==> config.mk <==
export PLATFORM = sky130hd
export DESIGN_NAME = gpio_mw_port
export DESIGN_NICKNAME = d
export VERILOG_FILES = /design/src/rtl/gpio_mw_pkg.sv /design/src/rtl/gpio_mw_decode.sv /design/src/rtl/gpio_mw_reg.sv /design/src/rtl/gpio_mw_sync.sv /design/src/rtl/gpio_mw_port.sv
export SDC_FILE = /design/constraint.sdc
export NUM_CORES = 1
export LEC_CHECK = 0
export BUFFER_PORTS_ARGS = -buffer_cell sky130_fd_sc_hd__buf_2
export CAP_MARGIN = 20
export CORE_MARGIN = 1
export CORE_UTILIZATION = 25
export CTS_BUF_LIST = sky130_fd_sc_hd__clkbuf_4
export CTS_CLUSTER_SIZE = 8
export DETAILED_ROUTE_END_ITERATION = 8
export GPL_TIMING_DRIVEN = 0
export PLACE_DENSITY_LB_ADDON = 0.25
export SLEW_MARGIN = 20
export SYNTH_ARGS = -nofsm -noshare
export SYNTH_HDL_FRONTEND = slang
export SYNTH_SLANG_ARGS = --single-unit
==> constraint.sdc <==
create_clock -name clk -period 2.7 [get_ports clk]
set_input_delay 0.135 -clock clk [delete_from_list [all_inputs] [get_ports clk]]
set_output_delay 0.135 -clock clk [all_outputs]
set_load 0.1 [all_outputs]
==> src/rtl/gpio_mw_pkg.sv <==
package gpio_mw_pkg;

  // writable control bytes, in decode order
  localparam int unsigned NREG     = 3;
  localparam int unsigned REG_CFG  = 0;
  localparam int unsigned REG_DIR  = 1;
  localparam int unsigned REG_OUT  = 2;
  localparam int unsigned REG_PINS = 3;

  // distance between consecutive register addresses
  localparam int unsigned REG_STRIDE = 16;

  typedef enum logic [2:0] {
    RS_NONE = 3'd0,
    RS_CFG  = 3'd1,
    RS_DIR  = 3'd2,
    RS_OUT  = 3'd3,
    RS_PINS = 3'd4
  } rsel_e;

  function automatic int unsigned reg_offset(input int unsigned idx);
    return idx * REG_STRIDE;
  endfunction

endpackage

==> src/rtl/gpio_mw_decode.sv <==
module gpio_mw_decode
  import gpio_mw_pkg::*;
#(
  parameter int unsigned AW        = 12,
  parameter int unsigned ALIAS_OFS = 12'h080
) (
  input  logic            clk,
  input  logic            rst_n,
  input  logic [AW-1:0]   addr,
  input  logic            we,
  output logic [NREG-1:0] plain_we,
  output logic [NREG-1:0] mask_we,
  output rsel_e           rd_sel
);

  localparam logic [AW-1:0] A_PINS_P = AW'(reg_offset(REG_PINS));
  localparam logic [AW-1:0] A_PINS_M = AW'(ALIAS_OFS + reg_offset(REG_PINS));

  logic [NREG-1:0] hit_plain;
  logic [NREG-1:0] hit_alias;

  for (genvar i = 0; i < NREG; i++) begin : g_dec
    localparam logic [AW-1:0] A_P = AW'(reg_offset(i));
    localparam logic [AW-1:0] A_M = AW'(ALIAS_OFS + reg_offset(i));
    assign hit_plain[i] = (addr == A_P);
    assign hit_alias[i] = (addr == A_M);
  end

  assign plain_we = hit_plain & {NREG{we}};
  assign mask_we  = hit_alias & {NREG{we}};

  logic pins_hit;
  assign pins_hit = (addr == A_PINS_P) || (addr == A_PINS_M);

  always_comb begin
    rd_sel = RS_NONE;
    if (hit_plain[REG_CFG] || hit_alias[REG_CFG]) rd_sel = RS_CFG;
    else if (hit_plain[REG_DIR] || hit_alias[REG_DIR]) rd_sel = RS_DIR;
    else if (hit_plain[REG_OUT] || hit_alias[REG_OUT]) rd_sel = RS_OUT;
    else if (pins_hit) rd_sel = RS_PINS;
  end

  // at most one register may be written by any bus access
  AST_ONE_WRITE_TARGET: assert property (@(posedge clk) disable iff (!rst_n)
    $onehot0({plain_we, mask_we}));

  // the read-only input address never produces a write enable
  AST_PINS_NOT_WRITTEN: assert property (@(posedge clk) disable iff (!rst_n)
    (we && pins_hit) |-> ({plain_we, mask_we} == '0));

endmodule

==> src/rtl/gpio_mw_reg.sv <==
module gpio_mw_reg #(
  parameter int unsigned W  = 8,
  parameter int unsigned DW = 32
) (
  input  logic          clk,
  input  logic          rst_n,
  input  logic          plain_we,
  input  logic          mask_we,
  input  logic [DW-1:0] wdata,
  output logic [W-1:0]  q
);

  localparam int unsigned MSB_MASK = 2 * W - 1;

  // selected bits take the new value, the others keep the old one
  function automatic logic [W-1:0] masked_merge(input logic [W-1:0]  old_v,
                                                 input logic [DW-1:0] wd);
    logic [W-1:0] sel;
    logic [W-1:0] val;
    sel = wd[MSB_MASK:W];
    val = wd[W-1:0];
    return (old_v & ~sel) | (val & sel);
  endfunction

  logic [W-1:0] wr_mask;
  logic [W-1:0] wr_val;
  assign wr_mask = wdata[MSB_MASK:W];
  assign wr_val  = wdata[W-1:0];

  logic [W-1:0] q_nxt;
  always_comb begin
    q_nxt = q;
    if (plain_we)     q_nxt = wr_val;
    else if (mask_we) q_nxt = masked_merge(q, wdata);
  end

  always_ff @(posedge clk or negedge rst_n) begin
    if (!rst_n) q <= '0;
    else        q <= q_nxt;
  end

  AST_RESET_ZERO: assert property (@(posedge clk) disable iff (!rst_n)
    $rose(rst_n) |-> (q == '0));

  AST_PLAIN_LOAD: assert property (@(posedge clk) disable iff (!rst_n)
    plain_we |=> (q == $past(wr_val)));

  AST_MASK_SET: assert property (@(posedge clk) disable iff (!rst_n)
    mask_we |=> ((q & $past(wr_mask)) == ($past(wr_val) & $past(wr_mask))));

  AST_MASK_KEEP: assert property (@(posedge clk) disable iff (!rst_n)
    mask_we |=> ((q & ~$past(wr_mask)) == ($past(q) & ~$past(wr_mask))));

  AST_IDLE_HOLD: assert property (@(posedge clk) disable iff (!rst_n)
    (!plain_we && !mask_we) |=> $stable(q));

endmodule

==> src/rtl/gpio_mw_sync.sv <==
module gpio_mw_sync #(
  parameter int unsigned W      = 8,
  parameter int unsigned STAGES = 2
) (
  input  logic         clk,
  input  logic         rst_n,
  input  logic [W-1:0] d,
  output logic [W-1:0] q
);

  localparam int unsigned CW = $clog2(STAGES + 1);

  logic [W-1:0] chain [STAGES];

  for (genvar s = 0; s < STAGES; s++) begin : g_stage
    always_ff @(posedge clk or negedge rst_n) begin
      if (!rst_n) chain[s] <= '0;
      else if (s == 0) chain[s] <= d;
      else chain[s] <= chain[(s == 0) ? 0 : s - 1];
    end
  end

  assign q = chain[STAGES-1];

  // counts edges since reset so the latency check never looks before it
  logic [CW-1:0] warm;
  always_ff @(posedge clk or negedge rst_n) begin
    if (!rst_n)                 warm <= '0;
    else if (warm != CW'(STAGES)) warm <= warm + 1'b1;
  end

  AST_SYNC_LATENCY: assert property (@(posedge clk) disable iff (!rst_n)
    (warm == CW'(STAGES)) |-> (q == $past(d, STAGES)));

endmodule

==> src/rtl/gpio_mw_port.sv <==
module gpio_mw_port
  import gpio_mw_pkg::*;
#(
  parameter int unsigned NPINS       = 8,
  parameter int unsigned AW          = 12,
  parameter int unsigned DW          = 32,
  parameter int unsigned ALIAS_OFS   = 12'h080,
  parameter int unsigned SYNC_STAGES = 2
) (
  input  logic             clk,
  input  logic             rst_n,
  input  logic [AW-1:0]    bus_addr,
  input  logic             bus_we,
  input  logic [DW-1:0]    bus_wdata,
  output logic [DW-1:0]    bus_rdata,
  input  logic [NPINS-1:0] pin_in,
  output logic [NPINS-1:0] pad_sel,
  output logic [NPINS-1:0] pad_oe,
  output logic [NPINS-1:0] pad_do
);

  logic [NREG-1:0]  plain_we;
  logic [NREG-1:0]  mask_we;
  rsel_e            rd_sel;
  logic [NPINS-1:0] ctl_q [NREG];
  logic [NPINS-1:0] pins_sync;

  gpio_mw_decode #(
    .AW        (AW),
    .ALIAS_OFS (ALIAS_OFS)
  ) u_decode (
    .clk      (clk),
    .rst_n    (rst_n),
    .addr     (bus_addr),
    .we       (bus_we),
    .plain_we (plain_we),
    .mask_we  (mask_we),
    .rd_sel   (rd_sel)
  );

  for (genvar i = 0; i < NREG; i++) begin : g_ctl
    gpio_mw_reg #(
      .W  (NPINS),
      .DW (DW)
    ) u_reg (
      .clk      (clk),
      .rst_n    (rst_n),
      .plain_we (plain_we[i]),
      .mask_we  (mask_we[i]),
      .wdata    (bus_wdata),
      .q        (ctl_q[i])
    );
  end

  gpio_mw_sync #(
    .W      (NPINS),
    .STAGES (SYNC_STAGES)
  ) u_sync (
    .clk   (clk),
    .rst_n (rst_n),
    .d     (pin_in),
    .q     (pins_sync)
  );

  // pad drive: owned pins with direction set drive the output byte
  logic [NPINS-1:0] drive_en;
  assign drive_en = ctl_q[REG_CFG] & ctl_q[REG_DIR];
  assign pad_sel  = ctl_q[REG_CFG];
  assign pad_oe   = drive_en;
  assign pad_do   = ctl_q[REG_OUT] & drive_en;

  // read mux: byte in the low bits, zero above
  logic [NPINS-1:0] rd_byte;
  always_comb begin
    unique case (rd_sel)
      RS_CFG:  rd_byte = ctl_q[REG_CFG];
      RS_DIR:  rd_byte = ctl_q[REG_DIR];
      RS_OUT:  rd_byte = ctl_q[REG_OUT];
      RS_PINS: rd_byte = pins_sync;
      default: rd_byte = '0;
    endcase
  end
  assign bus_rdata = DW'(rd_byte);

  // a pin the block does not own is never driven
  AST_UNOWNED_QUIET: assert property (@(posedge clk) disable iff (!rst_n)
    ((pad_oe | pad_do) & ~ctl_q[REG_CFG]) == '0);

  // an unselected read never reports a register's content
  AST_HOLE_READS_ZERO: assert property (@(posedge clk) disable iff (!rst_n)
    (rd_sel == RS_NONE) |-> (bus_rdata == '0));

endmodule

# Word-level counts from Yosys, hierarchy flattened
# Cells that the tools add are included.
# Widths: inputs -> output; s select.
classes:
  shift: 0
  n_reduce_logical: 8
  n_eq_ne: 11
  multipliers: 0
  add_sub_neg: 0
  bitwise: 12
  mux: 11
  div: 0
  order_cmp: 0
ops:
  columns: ["cell", "n"]
  rows:
  - ["$and 8x8->8", 6]
  - ["$eq 12x8->1 const B", 4]
  - ["$mux 8", 6]
  - ["$pmux 8 s4", 1]
  - ["$eq 12x6->1 const B", 2]
  - ["$or 8x8->8", 3]
  - ["$eq 12x5->1 const B", 1]
  - ["$logic_not 12->1", 1]
  - ["$mux 3", 4]
  - ["$not 8->8", 1]
  - ["$and 3x3->3", 2]
  - ["$eq 3x2->1 const B", 2]
  - ["$reduce_bool 2->1", 3]
  - ["$logic_or 1x1->1", 4]
  - ["$eq 3x1->1 const B", 1]
  - ["$eq 3x3->1 const B", 1]
word_totals:
  word_cells: 47
  latch_bits: 0
  romBits: 0
  ramBits: 0
  mem_count: 0
  regBits: 40

# Logic depth before layout (Yosys ltp)
logic_depth:
  ltp_word: 8
  mapped_depth: 5

# Hierarchy
# From an unflattened synthesis, not the netlist that was laid out.
unflattened:
  cells_unflattened: 204
  area_unflattened_um2: 2516.2
by_module_without_submodules:
  columns: ["module", "cells_each", "seq_area_each_um2", "area_each_um2", "n_inst"]
  rows:
  - ["gpio_mw_reg", 26, 200.2, 409.1, 3]
  - ["gpio_mw_port", 79, 0.0, 598.1, 1]
  - ["gpio_mw_sync", 24, 400.4, 460.4, 1]
  - ["gpio_mw_decode", 23, 0.0, 230.2, 1]

# Least setup slack after synthesis
# Ideal clock, no wire load.
synth_timing:
  path_type: "input to output"
  from: "in bus_addr[3]"
  to: "out bus_rdata[0]"
  setup_slack_ns: -0.066
  path_stages: 5
  arrival_ns: 2.631
  path_cell_list: "or4_1 -> buf_2 -> or3_1 -> buf_6 -> nor2b_1"
synth_via:
  elab_chain_cells: 8
synth_rtl:
  columns: ["element", "line_no", "text"]
  rows:
  - ["start: declaration", "gpio_mw_port.sv:12", "input logic [AW-1:0] bus_addr,"]
  - ["$eq 12x6->1 / $eq 12x8->1 (equally long branches)", "gpio_mw_decode.sv:33", "assign pins_hit = (addr == A_PINS_P) || (addr == A_PINS_M);"]
  - ["$logic_or 1x1->1", "gpio_mw_decode.sv:33", null]
  - ["$mux 3", "gpio_mw_decode.sv:40", "else if (pins_hit) rd_sel = RS_PINS;"]
  - ["$mux 3", "gpio_mw_decode.sv:39", "else if (hit_plain[REG_OUT] || hit_alias[REG_OUT]) rd_sel = RS_OUT;"]
  - ["$mux 3", "gpio_mw_decode.sv:38", "else if (hit_plain[REG_DIR] || hit_alias[REG_DIR]) rd_sel = RS_DIR;"]
  - ["$mux 3 (*)", "gpio_mw_decode.sv:37", "if (hit_plain[REG_CFG] || hit_alias[REG_CFG]) rd_sel = RS_CFG;"]
  - ["$eq 3x3->1 (tied with other cells)", "gpio_mw_port.sv:75", "unique case (rd_sel)"]
  - ["$pmux 8 s4 (*)", "gpio_mw_port.sv:75", null]
  - ["end: declaration", "gpio_mw_port.sv:15", "output logic [DW-1:0] bus_rdata,"]
# Every way passes the cells marked *; elsewhere a longest branch is shown, timed or not.

# Worst setup path in the final report
layout_timing:
  from: "in bus_addr[3]"
  to: "out bus_rdata[2]"
# The elaborated chain is that of the path after synthesis.

==> results.cfg <==
[power_and_ir_drop]
powerDensity_nw_per_um2 = 408
intPower_w = 0.000784
pwr-share-comb = 0.238
p_sw_w = 0.000403
leakagePower_nw = 1.52
p_sw_frac = 0.339
irDropWorstVdd_v = 0.000231
clkPwrFrac = 0.241
p_seq_frac = 0.520

[grt]
grt_usage = 0.126
grtUsageMet3 = 0.0332
use_met2 = 0.212
antenna_found_initial = 0
grt_pass1_wl_um = 8470
met1_usage = 0.154
grt_pass1_vias = 1652
grt_start_max_net_pins = 41
top_usage_layer = met2
grt_remaining_overflow = 0

[sta]
slew_violations = 0
worst_slack_ns = 0.481
fin_skew_ns = 0.000251
slew_headroom = 0.415
setup_viol = 0
post-route-min-period_ns = 2.22
finalHoldViolations = 0
clock.fmax_ghz = 0.451
worst_pin_slew_ns = 0.877
timing.final.crit_share = 0.822
grt_setup_unrepaired = no

[yosys]
ys.warnings.count = 0
synth_top_area_cell = dfrtp_1
async_reset_ff_frac = 1.00
synth_edf_count = 0
synth_area_um2 = 2200
yosys_most_used_dff = dfrtp_1
ys_top_cells_by_count = 40 x dfrtp_1, 32 x buf_4, 21 x mux2_2, 16 x nand4_1
synth_most_common_cell = dfrtp_1
ys_seq_elements = 40
synth_top_area_frac = 0.455
ys_seq_area_frac = 0.455
synth.avg_cell_area_um2 = 12.3
yosys-top-cells-area = dfrtp_1 46%, buf_4 11%, mux2_2 11%
synthCells = 179
ys_types = 21

[routing]
vias_per_cell = 4.31
drtIter0Drc = 77
totalWireLength_um = 5290
final_antenna_net_count = 0
drc = 0
wl_per_cell_um = 13.4
vias = 1698
drtPass1Iterations = 4

[clock_tree]
cts_tree = yes
root_buffer = clkbuf_4
clock_sinks = 40
htreeDepth = 2
cts_setup_buffers = 0
clock_path_buffers = 2
insertion_delay_ns = 0.34
numCtsBuffers = 5
cts_hold_buf = 9
clkTransAtPathRegs_ns = 0.11
cts_resized = 0

[floorplan]
start_util = 0.262
rows = 33
top_level_ports = 111
dieArea_um2 = 9170
die_w_um = 95.8
die_h_um = 95.8
fp.coreArea_um2 = 8380

[min_path]
min-delay-start = bus_wdata[0]
hold_class = in2reg
min_path_cells = 2

[worst_setup_path]
required_ns = 2.57
worstSetupStartpointType = input port
critPathKind = in2out
r2r_setup_slack_ns = 1.88
rr_worst_depth = 1
path_max_fanout = 9
cp.arrival_ns = 2.08
cp-end-kind = output pin

[placed_design]
routabilityCongestion = 0.731
port_buffers = 70
dp_worst_setup_slack_ns = 0.493
hpwl_um = 3850
dp_cells = 377

[flow_run]
cap_violations = 0

[layout]
nFillCells = 889
areaGrowthSynthToFinish_pct = 32.3
antennaDiodeCount = 0
nets = 343
instances_no_fill = 394
drive_above_1_share = 0.516

[status]
status = finished clean
## power by group through the flow
| stage | Sequential [W] | Clock (W) | Combinational (W) |
|---|---|---|---|
| 2_1_floorplan | 0.000628 | 0 | 0.000216 |
| 3_3_place_gp | 0.000629 | 0 | 0.000273 |
| 3_5_place_dp | 0.000630 | 0 | 0.000275 |
| 4_1_cts | 0.000618 | 0.000302 | 0.000284 |
| 5_1_grt | 0.000620 | 0.000327 | 0.000302 |
| 6_report | 0.000617 | 0.000287 | 0.000283 |
## layout make-up
| cell class | count | area (µm²) | share of cell area |
|---|---|---|---|
| Buffer | 42 | 294 | 0.101 |
| Clock buffer | 5 | 37.5 | 0.0129 |
| Clock inverter | 3 | 13.8 | 0.00473 |
| Multi-Input combinational cell | 120 | 990 | 0.340 |
| Sequential cell | 40 | 1000 | 0.344 |
| Tap cell | 105 | 131 | 0.0452 |
| Timing Repair Buffer | 79 | 440 | 0.151 |
## cell families (layout without fill, tap and decap cells)
kind of cell           count (synthesis)  count (layout)  share of synthesized area
buffers and inverters                 42             129                      0.134
DFF                                   40              40                      0.455
muxes                                 32              32                      0.205
other                                  1              24                    0.00171
and+or+nand+nor                       64              64                      0.204
## layer usage
metal / share of wire / vias up
met2: 0.48 / 82
met5: 0 / -
li1: - / 818
met3: 0.074 / 9
met1: 0.42 / 789
met4: 0.019 / 0
## layout by cell type (no fill, tap or decap), types with 9 or more instances in the layout
| cell type | instances |
|---|---|
| mux2_2 | 21 |
| buf_4 | 32 |
| dlygate4sd3_1 | 9 |
| dfrtp_1 | 40 |
| nand4_1 | 16 |
| buf_2 | 77 |
| conb_1 | 24 |
## worst max path at each step
stage / start / to / slack, ns / cells past startpoint
final: bus_addr[3] / bus_rdata[2] / 0.48 / 7
after CTS: bus_addr[3] / bus_rdata[2] / 0.49 / 7
after global routing: bus_addr[3] / bus_rdata[3] / 0.36 / 7
after detailed placement: bus_addr[3] / bus_rdata[2] / 0.49 / 7
after global placement: bus_addr[3] / bus_rdata[3] / 0.49 / 7
after floorplan: bus_addr[3] / bus_rdata[0] / -0.07 / 5
## critical path: stages
cell	delay [ns]
buf_2	0.11
or4_1	0.51
buf_2	0.20
or3_1	0.37
buf_6	0.16
nor2b_1	0.15
buf_2	0.45
## metrics by stage
step                      hold WS [ns]  TNS (ns)  total power (W)  area, µm²   util
final                           0.0270         0          0.00119       2910  0.347
after floorplan                 -0.161    -0.461         0.000844       2280      -
after global routing            0.0139         0          0.00125       2910  0.347
after global placement           0.243         0         0.000902       2770  0.330
after detailed placement         0.244         0         0.000904       2770  0.330
after CTS                       0.0182         0          0.00120       2910  0.347
Power figures use the tool's default switching activity.
